<file path="src/rtl/rstseq_pkg.sv">
package rstseq_pkg;

    typedef enum logic [2:0] {
        ST_OSC      = 3'd0,
        ST_DRIVE    = 3'd1,
        ST_SETTLE   = 3'd2,
        ST_EXT_WAIT = 3'd3,
        ST_RUN      = 3'd4
    } seq_state_e;

    localparam logic [15:0] VEC_CLKFAIL = 16'hFFFC;
    localparam logic [15:0] VEC_WDOG    = 16'hFFFA;
    localparam logic [15:0] VEC_NORMAL  = 16'hFFFE;

endpackage

</file>
<file path="src/rtl/rstseq_timer.sv">
module rstseq_timer #(
    parameter int MAX_COUNT = 4096,
    localparam int CW = $clog2(MAX_COUNT + 1)
) (
    input  logic          clk,
    input  logic          por_n,
    input  logic          clr,
    output logic [CW-1:0] cnt
);

    localparam logic [CW-1:0] CNT_TOP = CW'(MAX_COUNT);

    // Saturating up-counter; a clear restarts the interval being timed.
    always_ff @(posedge clk or negedge por_n) begin
        if (!por_n) begin
            cnt <= '0;
        end else if (clr) begin
            cnt <= '0;
        end else if (cnt != CNT_TOP) begin
            cnt <= cnt + 1'b1;
        end
    end

    // the interval count advances by one per cycle when not cleared
    a_r2_count_step: assert property (@(posedge clk) disable iff (!por_n)
        (!clr && cnt != CNT_TOP) |=> (cnt == $past(cnt) + 1'b1));

    a_r8_clear_restarts: assert property (@(posedge clk) disable iff (!por_n)
        clr |=> (cnt == '0));

endmodule

</file>
<file path="src/rtl/rstseq_flags.sv">
module rstseq_flags
    import rstseq_pkg::*;
(
    input  logic        clk,
    input  logic        por_n,
    input  logic        set_cm,
    input  logic        set_cop,
    input  logic        clr,
    output logic [15:0] vector
);

    logic cm_q;
    logic cop_q;

    // Sticky cause flags; a set on the same edge as a clear wins.
    always_ff @(posedge clk or negedge por_n) begin
        if (!por_n) begin
            cm_q  <= 1'b0;
            cop_q <= 1'b0;
        end else begin
            cm_q  <= set_cm  | (cm_q  & ~clr);
            cop_q <= set_cop | (cop_q & ~clr);
        end
    end

    always_comb begin
        if (cm_q) begin
            vector = VEC_CLKFAIL;
        end else if (cop_q) begin
            vector = VEC_WDOG;
        end else begin
            vector = VEC_NORMAL;
        end
    end

    // set has priority over clear
    a_r9_set_beats_clear: assert property (@(posedge clk) disable iff (!por_n)
        (set_cop && clr) |=> cop_q);

    a_r6_clear_drops_flags: assert property (@(posedge clk) disable iff (!por_n)
        (clr && !set_cm && !set_cop) |=> (vector == VEC_NORMAL));

endmodule

</file>
<file path="src/rtl/rstseq_fsm.sv">
module rstseq_fsm
    import rstseq_pkg::*;
#(
    parameter int OSC_DELAY  = 4096,
    parameter int DRIVE_CYC  = 16,
    parameter int SAMPLE_DLY = 9,
    parameter int CW         = 13
) (
    input  logic          clk,
    input  logic          por_n,
    input  logic          wdog_expire,
    input  logic          clkfail_detect,
    input  logic          pin_in,
    input  logic [CW-1:0] cnt,
    output logic          tmr_clr,
    output logic          clr_flags,
    output logic          pin_drive_low,
    output logic          core_rst_n
);

    localparam logic [CW-1:0] OSC_LAST    = CW'(OSC_DELAY - 1);
    localparam logic [CW-1:0] DRIVE_LAST  = CW'(DRIVE_CYC - 1);
    localparam logic [CW-1:0] SAMPLE_LAST = CW'(SAMPLE_DLY - 1);

    seq_state_e st;
    seq_state_e nxt;
    logic       restart;

    assign restart = wdog_expire | clkfail_detect;

    // State register: power-on enters the start-up delay asynchronously.
    always_ff @(posedge clk or negedge por_n) begin
        if (!por_n) begin
            st <= ST_OSC;
        end else begin
            st <= nxt;
        end
    end

    // Next-state logic with timer control.
    always_comb begin
        nxt       = st;
        tmr_clr   = 1'b0;
        clr_flags = 1'b0;
        unique case (st)
            ST_OSC: begin
                if (cnt == OSC_LAST) begin
                    nxt     = ST_DRIVE;
                    tmr_clr = 1'b1;
                end
            end
            ST_DRIVE: begin
                if (cnt == DRIVE_LAST) begin
                    nxt     = ST_SETTLE;
                    tmr_clr = 1'b1;
                end
            end
            ST_SETTLE: begin
                if (cnt == SAMPLE_LAST) begin
                    tmr_clr = 1'b1;
                    if (pin_in) begin
                        nxt = ST_RUN;
                    end else begin
                        nxt       = ST_EXT_WAIT;
                        clr_flags = 1'b1;
                    end
                end
            end
            ST_EXT_WAIT: begin
                if (pin_in) begin
                    nxt = ST_RUN;
                end
            end
            ST_RUN: begin
                if (!pin_in) begin
                    nxt     = ST_DRIVE;
                    tmr_clr = 1'b1;
                end
            end
            default: begin
                nxt     = ST_OSC;
                tmr_clr = 1'b1;
            end
        endcase
        if (restart) begin
            nxt     = (clkfail_detect || st == ST_OSC) ? ST_OSC : ST_DRIVE;
            tmr_clr = 1'b1;
        end
    end

    // Output decode from the state register only.
    always_comb begin
        pin_drive_low = (st == ST_OSC) || (st == ST_DRIVE);
        core_rst_n    = (st == ST_RUN);
    end

    // first edge after power-on release is still in the start-up delay
    a_r1_por_enters_delay: assert property (@(posedge clk) disable iff (!por_n)
        !$past(por_n) |-> (st == ST_OSC));

    // a finished drive interval with no new cause releases the pad
    a_r3_drive_to_settle: assert property (@(posedge clk) disable iff (!por_n)
        (st == ST_DRIVE && cnt == DRIVE_LAST && !restart) |=> (st == ST_SETTLE));

    // the core leaves reset only after an edge that saw the pad high
    a_r6_release_needs_high: assert property (@(posedge clk) disable iff (!por_n)
        $rose(core_rst_n) |-> $past(pin_in));

    // a watchdog restart outside the delay lands at the drive interval
    a_r8_wdog_restart: assert property (@(posedge clk) disable iff (!por_n)
        (wdog_expire && !clkfail_detect && st != ST_OSC) |=> (st == ST_DRIVE && pin_drive_low));

    // a clock failure always restarts the start-up delay
    a_r4_clkfail_restart: assert property (@(posedge clk) disable iff (!por_n)
        clkfail_detect |=> (st == ST_OSC && !core_rst_n));

endmodule

</file>
<file path="src/rtl/rstseq_top.sv">
module rstseq_top
    import rstseq_pkg::*;
#(
    parameter int OSC_DELAY  = 4096,
    parameter int DRIVE_CYC  = 16,
    parameter int SAMPLE_DLY = 9
) (
    input  logic        clk,
    input  logic        por_n,
    input  logic        wdog_expire,
    input  logic        clkfail_detect,
    input  logic        pin_in,
    output logic        pin_drive_low,
    output logic        core_rst_n,
    output logic [15:0] boot_vector
);

    localparam int MAX_A = (OSC_DELAY > DRIVE_CYC) ? OSC_DELAY : DRIVE_CYC;
    localparam int MAXC  = (MAX_A > SAMPLE_DLY) ? MAX_A : SAMPLE_DLY;
    localparam int CW    = $clog2(MAXC + 1);

    logic [CW-1:0] cnt;
    logic          tmr_clr;
    logic          clr_flags;

    rstseq_timer #(
        .MAX_COUNT (MAXC)
    ) u_timer (
        .clk   (clk),
        .por_n (por_n),
        .clr   (tmr_clr),
        .cnt   (cnt)
    );

    rstseq_fsm #(
        .OSC_DELAY  (OSC_DELAY),
        .DRIVE_CYC  (DRIVE_CYC),
        .SAMPLE_DLY (SAMPLE_DLY),
        .CW         (CW)
    ) u_fsm (
        .clk            (clk),
        .por_n          (por_n),
        .wdog_expire    (wdog_expire),
        .clkfail_detect (clkfail_detect),
        .pin_in         (pin_in),
        .cnt            (cnt),
        .tmr_clr        (tmr_clr),
        .clr_flags      (clr_flags),
        .pin_drive_low  (pin_drive_low),
        .core_rst_n     (core_rst_n)
    );

    rstseq_flags u_flags (
        .clk     (clk),
        .por_n   (por_n),
        .set_cm  (clkfail_detect),
        .set_cop (wdog_expire),
        .clr     (clr_flags),
        .vector  (boot_vector)
    );

    // the pad is never pulled while the core runs
    a_r5_no_drive_in_run: assert property (@(posedge clk) disable iff (!por_n)
        pin_drive_low |-> !core_rst_n);

    // the vector does not move while the core runs uninterrupted
    a_r7_vector_stable: assert property (@(posedge clk) disable iff (!por_n)
        (core_rst_n && $past(core_rst_n)) |-> $stable(boot_vector));

endmodule

</file>
<file path="config.mk">
export PLATFORM = sky130hd
export DESIGN_NAME = rstseq_top
export DESIGN_NICKNAME = d
export VERILOG_FILES = /design/src/rtl/rstseq_pkg.sv /design/src/rtl/rstseq_timer.sv /design/src/rtl/rstseq_flags.sv /design/src/rtl/rstseq_fsm.sv /design/src/rtl/rstseq_top.sv
export SDC_FILE = /design/constraint.sdc
export NUM_CORES = 1
export LEC_CHECK = 0
export BUFFER_PORTS_ARGS = -buffer_cell sky130_fd_sc_hd__buf_2
export CAP_MARGIN = 10
export CORE_AREA = 2 2 57 59
export CTS_CLUSTER_SIZE = 28
export DETAILED_ROUTE_END_ITERATION = 8
export DIE_AREA = 0 0 59 61
export PLACE_DENSITY = 0.72
export SETUP_SLACK_MARGIN = 0.15
export SLEW_MARGIN = 15
export SYNTH_ARGS = -nofsm -noshare
export SYNTH_HDL_FRONTEND = slang
export SYNTH_SLANG_ARGS = --single-unit
</file>
<file path="constraint.sdc">
create_clock -name clk -period 1.8 [get_ports clk]
set_clock_uncertainty 0.2 [all_clocks]
set_input_delay 0.18 -clock clk [delete_from_list [all_inputs] [get_ports clk]]
set_output_delay 0.18 -clock clk [all_outputs]
set_load 0.01 [all_outputs]
</file>
==> results of run 1 <==
-- cell usage after synthesis, drive strengths merged --
cell | instances | area (um2)
nand3b | 1 | 7.51
or2b | 2 | 15.0
nand2 | 8 | 30.0
xnor2 | 7 | 61.3
mux2 | 2 | 22.5
nand3 | 4 | 20.0
a21o | 2 | 15.0
o31ai | 1 | 12.5
and2 | 1 | 6.26
nor3 | 15 | 125
a21oi | 1 | 5.00
o211ai | 2 | 15.0
nor4 | 4 | 55.1
o22ai | 2 | 12.5
xor2 | 3 | 26.3
or4bb | 1 | 11.3
a221oi | 1 | 15.0
and4b | 1 | 10.0
nor2 | 3 | 11.3
conb | 2 | 7.51
dfrtp | 18 | 450
buf | 20 | 165
a211oi | 7 | 62.6
o21bai | 1 | 7.51
inv | 8 | 30.0
and3 | 1 | 6.26
nor4bb | 2 | 20.0
nor2b | 3 | 18.8
or3 | 3 | 23.8
nand2b | 1 | 6.26
or4 | 2 | 15.0
nand4 | 7 | 43.8
o21ai | 2 | 10.0
nand4bb | 1 | 11.3
nand4b | 1 | 8.76
and4 | 2 | 17.5
mux2i | 1 | 10.0
ha | 2 | 25.0
or3b | 1 | 8.76
-- registers in the layout, summed over array words and instances, names as in the netlist --
register,count
u_flags.cop_q,1
u_timer.cnt,13
u_fsm.st,3
u_flags.cm_q,1
-- per-stage QoR --
stage          utilization, %  area (um2)  setup TNS (ps)
3_5_place_dp             54.8        1620            -511
3_3_place_gp             54.8        1620            -164
6_report                 60.6        1790           -1160
5_1_grt                  60.6        1790           -3110
2_1_floorplan               -        1500               0
4_1_cts                  57.9        1710            -670
-- path summary, 6_finish.rpt --
check                               startpoint              to  slack, ps  cells past startpoint
worst max-delay path               u_fsm.st[2]     u_fsm.st[0]       -140                      4
worst min-delay path            clkfail_detect    u_flags.cm_q         20                      3
worst max register to register     u_fsm.st[2]     u_fsm.st[0]       -140                      4
worst min register to register    u_flags.cm_q    u_flags.cm_q        290                      1
max in group asynchronous                por_n     u_fsm.st[1]        950                      2
min in group asynchronous                por_n  u_timer.cnt[4]        130                      2
-- worst register-to-register path: stages, from the launching register on --
cell,delay [ps]
sky130_fd_sc_hd__dfrtp_1,420
sky130_fd_sc_hd__or4bb_1,530
sky130_fd_sc_hd__a211oi_4,300
sky130_fd_sc_hd__a211oi_2,70
sky130_fd_sc_hd__mux2_4,310
-- metal layers --
metal | up-vias | wire, um
met5 | - | 0
met4 | 0 | 43
li1 | 567 | -
met1 | 606 | 1430
met2 | 18 | 1680
met3 | 6 | 79
-- power by group --
group          switching (W)  internal (W)  total, W
Combinational      0.0000716     0.0000468  0.000118
Sequential        0.00000419      0.000409  0.000413
Clock               0.000138      0.000124  0.000261
Total               0.000214      0.000579  0.000792
-- logic make-up after synthesis --
family,count (synthesis)
XOR/XNOR,10
other,2
flip-flops,18
adder cells (fa/ha/maj),2
multiplexers,3
AND/OR/NAND/NOR,64
AO/OA/AOI/OAI,19
buffers and inverters,28
-- final cells by class --
cell class | instances | area share, %
Multi-Input combinational cell | 112 | 52.2
Sequential cell | 18 | 25.3
Timing Repair Buffer | 36 | 16.2
Tap cell | 33 | 2.31
Clock buffer | 4 | 2.03
Inverter | 8 | 1.96
-- timing repair --
action | 4_1_cts | 5_1_grt
gates resized for setup | 8 | 20
hold buffers | 1 | 0
pin swaps | 13 | 6
cloned | 0 | 0
setup buffers | 1 | 0
endpoints found under the hold margin | 18 | 0
endpoints found under the setup margin | 19 | 20
==> results.md, run 1 <==
* Vias per std cell at approximately 5.7
* Routability-driven placement congestion ratio at roughly 0.85
* Setup repair after global routing missed its margin: true
* Mux share of post-synthesis cell area at around 2.3%
* Post-Synth Adder-Cell Area at under 10%
* Met1 track utilization from global routing at roughly a quarter
* Average wire length per cell after detail routing at 15.3 um
* Flops & latches, synth at 18
* Synth unique cells at 44
* Violation count after the first detailed-route iteration at 29
* Result of the run: finished, violations left
* Sum of net half-perimeters after detailed placement at 2350 um
* Dpl cells at slightly above 200
* Maximum achievable frequency at slightly above 500 MHz
* Number of pins with negative max-slew slack in the final report at 0
* H-tree lvl count at 1
* Count of boundary I/O pins at 23
* Mean Syn Cell Area at 9.76 um2
* CP required at 1800 ps
* Die footprint at between 0.003 and 0.004 mm2
* Antenna violation net count after detailed routing at 0
* Element type at the critical path end: flip-flop
* First-pass DRT Iterations at 4
* Maximum number of pins on one net before global-route repair at 19
* Type of the setup path with the least slack: reg2reg
* Cell count after synthesis at 146
* TritonCTS clock tree: yes
* Number of placement rows at 20
* Number of buffer and inverter instances along the worst setup path at 0
* Overall power after layout at between 0.0007 and 0.0008 W
* Post-route worst hold slack at 24.8 ps
* Vias at roughly 1,200
* Global-route met3 utilization at under 10%
* Chain of cells forming the critical path: or4bb_1, a211oi_4, a211oi_2, mux2_4
* Fraction of the mapped netlist area in compound gates at a little over a tenth
* Number of violations of the max-capacitance limit at 0
* Clock-pin slew reported for the worst setup and hold paths after clock tree synthesis at 110 ps
* PortBufs at 8
* Antenna violations before repair at 0
* Fraction of synthesized cell area in xor and xnor cells at around 6.1%
* Clock sink count at 18
* Total Nets Final at 186
* Failing checks: setup timing
* Total clock buffers created by CTS at 3
* Post-route setup slack at -140 ps
* Worst setup timing slack at the placement stage at -115 ps
* Chip height at a little over 60 um
* Aggregate global routing overflow at 0
* Peak ir drop on the vdd network at approximately 0.00028 V
* Arr. time, crit path at about 1900 ps
* Number of global-route vias before repair at 1,221
* Met2 capacity usage during global routing at ~38%
* Worst hold path type: in2reg
* Combined area of the multi-input logic cells at 935 um2
* Crit path time final at roughly 1900 ps
* Main combinational cell family by area after synthesis: simple AND/OR/NAND/NOR gates
* Fraction of the yosys area taken by sequential cells at 31.6%
* Crit path launch type: flip-flop
* Clock Root Buffer: sky130_fd_sc_hd__clkbuf_4
* First-pass GRT wire length at about 5400 um
* Sum of routed wire length over all layers at 3230 um
* Maximum fanout count along the critical path at 3
* Share of post-route cells with drive strength above 1 at about 43%
* Worst stage delay on the critical path at around 530 ps
* Commonest non-fill, non-tap cells in the layout: 21 x sky130_fd_sc_hd__buf_4, 16 x sky130_fd_sc_hd__dfrtp_1, 14 x sky130_fd_sc_hd__conb_1
* DRC Markers at 0
* Post-synthesis share of cell area spent on and, or, nand and nor gates at roughly a third
* Fillers at between 200 and 300
* Floorplan Core Area at a little under 0.003 mm2
* Post-synthesis instance area at ~0.0014 mm2
* Number of failing hold endpoints at the final stage at 0
* LEAKAGE at 0.737 nW
* Starting density of the core at between 40% and 50%
* Layer with the highest usage after global routing: met2
* Footprint of the flip-flops and latches at 453 um2
* Fin crit share at 108%
* Horiz. Die Dim at just under 60 um
* # diodes at 0
* Crit path max-delay cell type: sky130_fd_sc_hd__or4bb_1
* Largest delay share family, worst path: simple AND/OR/NAND/NOR gates
* Final setup violating endpoints at 18
* Number of warnings printed during yosys synthesis at 0
* Total GRT Usage at 20.1%
* Pwr Density at approximately 440 mW/mm2
* Longest Clk Path Bufs at 2
* Number of standard cells in the final layout excluding fillers at between 200 and 250
* Clock insertion delay at the later pin of the skew report at 300 ps
* Most common cell after layout, fill and taps aside: sky130_fd_sc_hd__buf_4
* Area growth from synthesis to layout at 25.6%
Note: power is estimated with default switching activity, not from simulation.
==> run 2, diff against run 1 <==
--- a/config.mk
+++ b/config.mk
@@ -12,7 +12,7 @@
 export DETAILED_ROUTE_END_ITERATION = 8
 export DIE_AREA = 0 0 59 61
 export PLACE_DENSITY = 0.72
-export SETUP_SLACK_MARGIN = 0.15
+export SETUP_SLACK_MARGIN = 0.1
 export SLEW_MARGIN = 15
 export SYNTH_ARGS = -nofsm -noshare
 export SYNTH_HDL_FRONTEND = slang
==> run 2 against run 1 <==
  * The run still ends with setup timing left
  * Sequential power about the same
  * Hold slack worse by 2.9 ps
  * Critical endpoint unchanged
  * Via count is 0.92% higher
==> results.md, run 2 (synthesis results as in run 1) <==
* Result of the run: finished, violations left
* Failing checks: setup timing
* Area after detailed placement at 0.00162 mm2 (+0.16%)
* H-tree lvl count at 1 (unchanged)
* Clock insertion delay at the later pin of the skew report at 290 ps (about the same)
* LEAKAGE at 0.712 nW (-3.5%)
* Total clock buffers created by CTS at 3 (unchanged)
* Final setup TNS at -451 ps (+713 ps)
* Length of routed wiring on met1 at 1270 um (-11%)
* Final standard cell area without fillers at 0.00175 mm2 (-2.3%)
* Total GRT Usage at 19.3% (-0.84 points)
* Pwr Density at 416 mW/mm2 (-6.1%)
* Vias at 1,208 (+0.92%)
* Maximum fanout count along the critical path at 3 (unchanged)
* First-pass GRT wire length at 5100 um (-5.9%)
* Sum of net half-perimeters after detailed placement at 2340 um (-0.58%)
* Type of the setup path with the least slack: reg2reg
* Clock Root Buffer: sky130_fd_sc_hd__clkbuf_4
* Sum of routed wire length over all layers at 2990 um (-7.6%)
* Element type at the critical path end: flip-flop
* Number of pins with negative max-slew slack in the final report at 0 (unchanged)
* Area growth from synthesis to layout at 22.7%
* Starting density of the core at 48.3% (unchanged)
* Fin crit share at 108% (about the same)
* Number of placement rows at 20 (unchanged)
* Horiz. Die Dim at 59 um (unchanged)
* Register with the most flip-flops: u_timer.cnt
* Arr. time, crit path at 1920 ps (-20 ps)
* Die footprint at 0.00360 mm2 (unchanged)
* Maximum number of pins on one net before global-route repair at 19 (unchanged)
* Antenna violations before repair at 0 (unchanged)
* DRC Markers at 0 (unchanged)
* Fraction of the core area covered by cells at the end of the flow at 59.2% (-1.4 points)
* Registers with the highest flip-flop counts: u_timer.cnt: 13 flops, u_fsm.st: 3 flops
* Antenna violation net count after detailed routing at 0 (unchanged)
* Aggregate global routing overflow at 0 (unchanged)
* Commonest non-fill, non-tap cells in the layout: 26 x sky130_fd_sc_hd__buf_4, 17 x sky130_fd_sc_hd__dfrtp_1, 14 x sky130_fd_sc_hd__conb_1
* Total Nets Final at 189 (+1.6%)
* Worst hold path type: in2reg
* Number of standard cells in the final layout excluding fillers at 214 (+1.4%)
* Peak ir drop on the vdd network at 0.000345 V (+22%)
* # diodes at 0 (unchanged)
* Routability-driven placement congestion ratio at 0.841 (-0.71%)
* Dpl cells at 207 (+0.98%)
* Violation count after the first detailed-route iteration at 33 (+14%)
* CP required at 1780 ps (-20 ps)
* Longest Clk Path Bufs at 2 (unchanged)
* Chip height at 61 um (unchanged)
* Number of violations of the max-capacitance limit at 0 (unchanged)
* Setup repair after global routing missed its margin: true
* Worst stage delay on the critical path at 510 ps (-20 ps)
* TritonCTS clock tree: yes
* Crit path time final at 1940 ps (-1.84 ps)
* Number of failing hold endpoints at the final stage at 0 (unchanged)
* Met3 Wirelength at 114 um (+44%)
* Top layer reached by signal wires: met4
* Clock-pin slew reported for the worst setup and hold paths after clock tree synthesis at 100 ps (about the same)
* Chain of cells forming the critical path: or4bb_1, a211oi_2, a211oi_1, mux2_1
* Largest delay share family, worst path: simple AND/OR/NAND/NOR gates
* Share of post-route cells with drive strength above 1 at 39.2% (-4.0 points)
* Maximum achievable frequency at 516 MHz (about the same)
* Final setup violating endpoints at 6 (-12)
* Sum of met2 wire segment lengths after detailed routing at 1490 um (-11%)
* Number of global-route vias before repair at 1,148 (-6.0%)
* Average wire length per cell after detail routing at 14.0 um (-8.9%)
* Max reg flops at 13 (unchanged)
* Vias per std cell at 5.64 (-0.50%)
* Crit path launch type: flip-flop
* Count of boundary I/O pins at 23 (unchanged)
* Post-route worst hold slack at 21.9 ps (-2.86 ps)
* Number of buffer and inverter instances along the worst setup path at 0 (unchanged)
* Most common cell after layout, fill and taps aside: sky130_fd_sc_hd__buf_4
* Floorplan Core Area at 0.00295 mm2 (unchanged)
* Crit path max-delay cell type: sky130_fd_sc_hd__or4bb_1
* Post-route setup slack at -138 ps (+1.84 ps)
* First-pass DRT Iterations at 4 (unchanged)
* Clock sink count at 18 (unchanged)
* PortBufs at 8 (unchanged)
run 2: stage by stage:
stage	total power [W]	setup WS, ps
floorplan	0.000509	3.51
global route	0.000768	-202
CTS	0.000736	-128
detailed placement	0.000522	-111
global placement	0.000519	-79.1
finish	0.000727	-138
run 2: timing repair:
| action | in CTS | in global routing |
|---|---|---|
| pin swaps | 16 | 7 |
| resized for setup | 11 | 5 |
| buffers inserted | 1 | 1 |
| hold endpoints to repair | 18 | 0 |
| hold buffers | 1 | 0 |
| setup endpoints to repair | 19 | 19 |
run 2: report_power, final:
part	total (W)	internal, W	switching (W)
registers	0.000413	0.000408	0.00000449
clock network	0.000204	0.0000863	0.000118
logic	0.000110	0.0000444	0.0000657
run 2: area by class of cell:
type / instances / area, um2
timing repair buffer: 39 / 290
fill: 269 / 1200
tap: 33 / 41.3
clock buffer: 4 / 26.3
sequential: 18 / 452
inverter: 8 / 30.0
multi-input combinational: 112 / 910
run 2: worst min-delay path: stages:
cell and delay (ps):
sky130_fd_sc_hd__buf_2 90, sky130_fd_sc_hd__buf_4 130, sky130_fd_sc_hd__a21o_1 80
run 2: routing by layer:
metal / global-route usage (%) / vias to the layer above
met1: 23.3 / 583
met4: 9.09 / 0
met5: 0 / -
met2: 33.7 / 36
li1: - / 576
met3: 2.99 / 13
run 2: worst paths after layout:
| kind | startpoint | endpoint | slack, ps | depth (start not counted) |
|---|---|---|---|---|
| setup / recovery | u_fsm.st[2] | u_fsm.st[0] | -140 | 4 |
| hold reg to reg | u_flags.cm_q | u_flags.cm_q | 280 | 1 |
| hold / removal | clkfail_detect | u_flags.cm_q | 20 | 3 |
| setup reg to reg | u_fsm.st[2] | u_fsm.st[0] | -140 | 4 |
| max in group asynchronous | por_n | u_timer.cnt[6] | 930 | 2 |
| min in group asynchronous | por_n | u_fsm.st[1] | 150 | 2 |
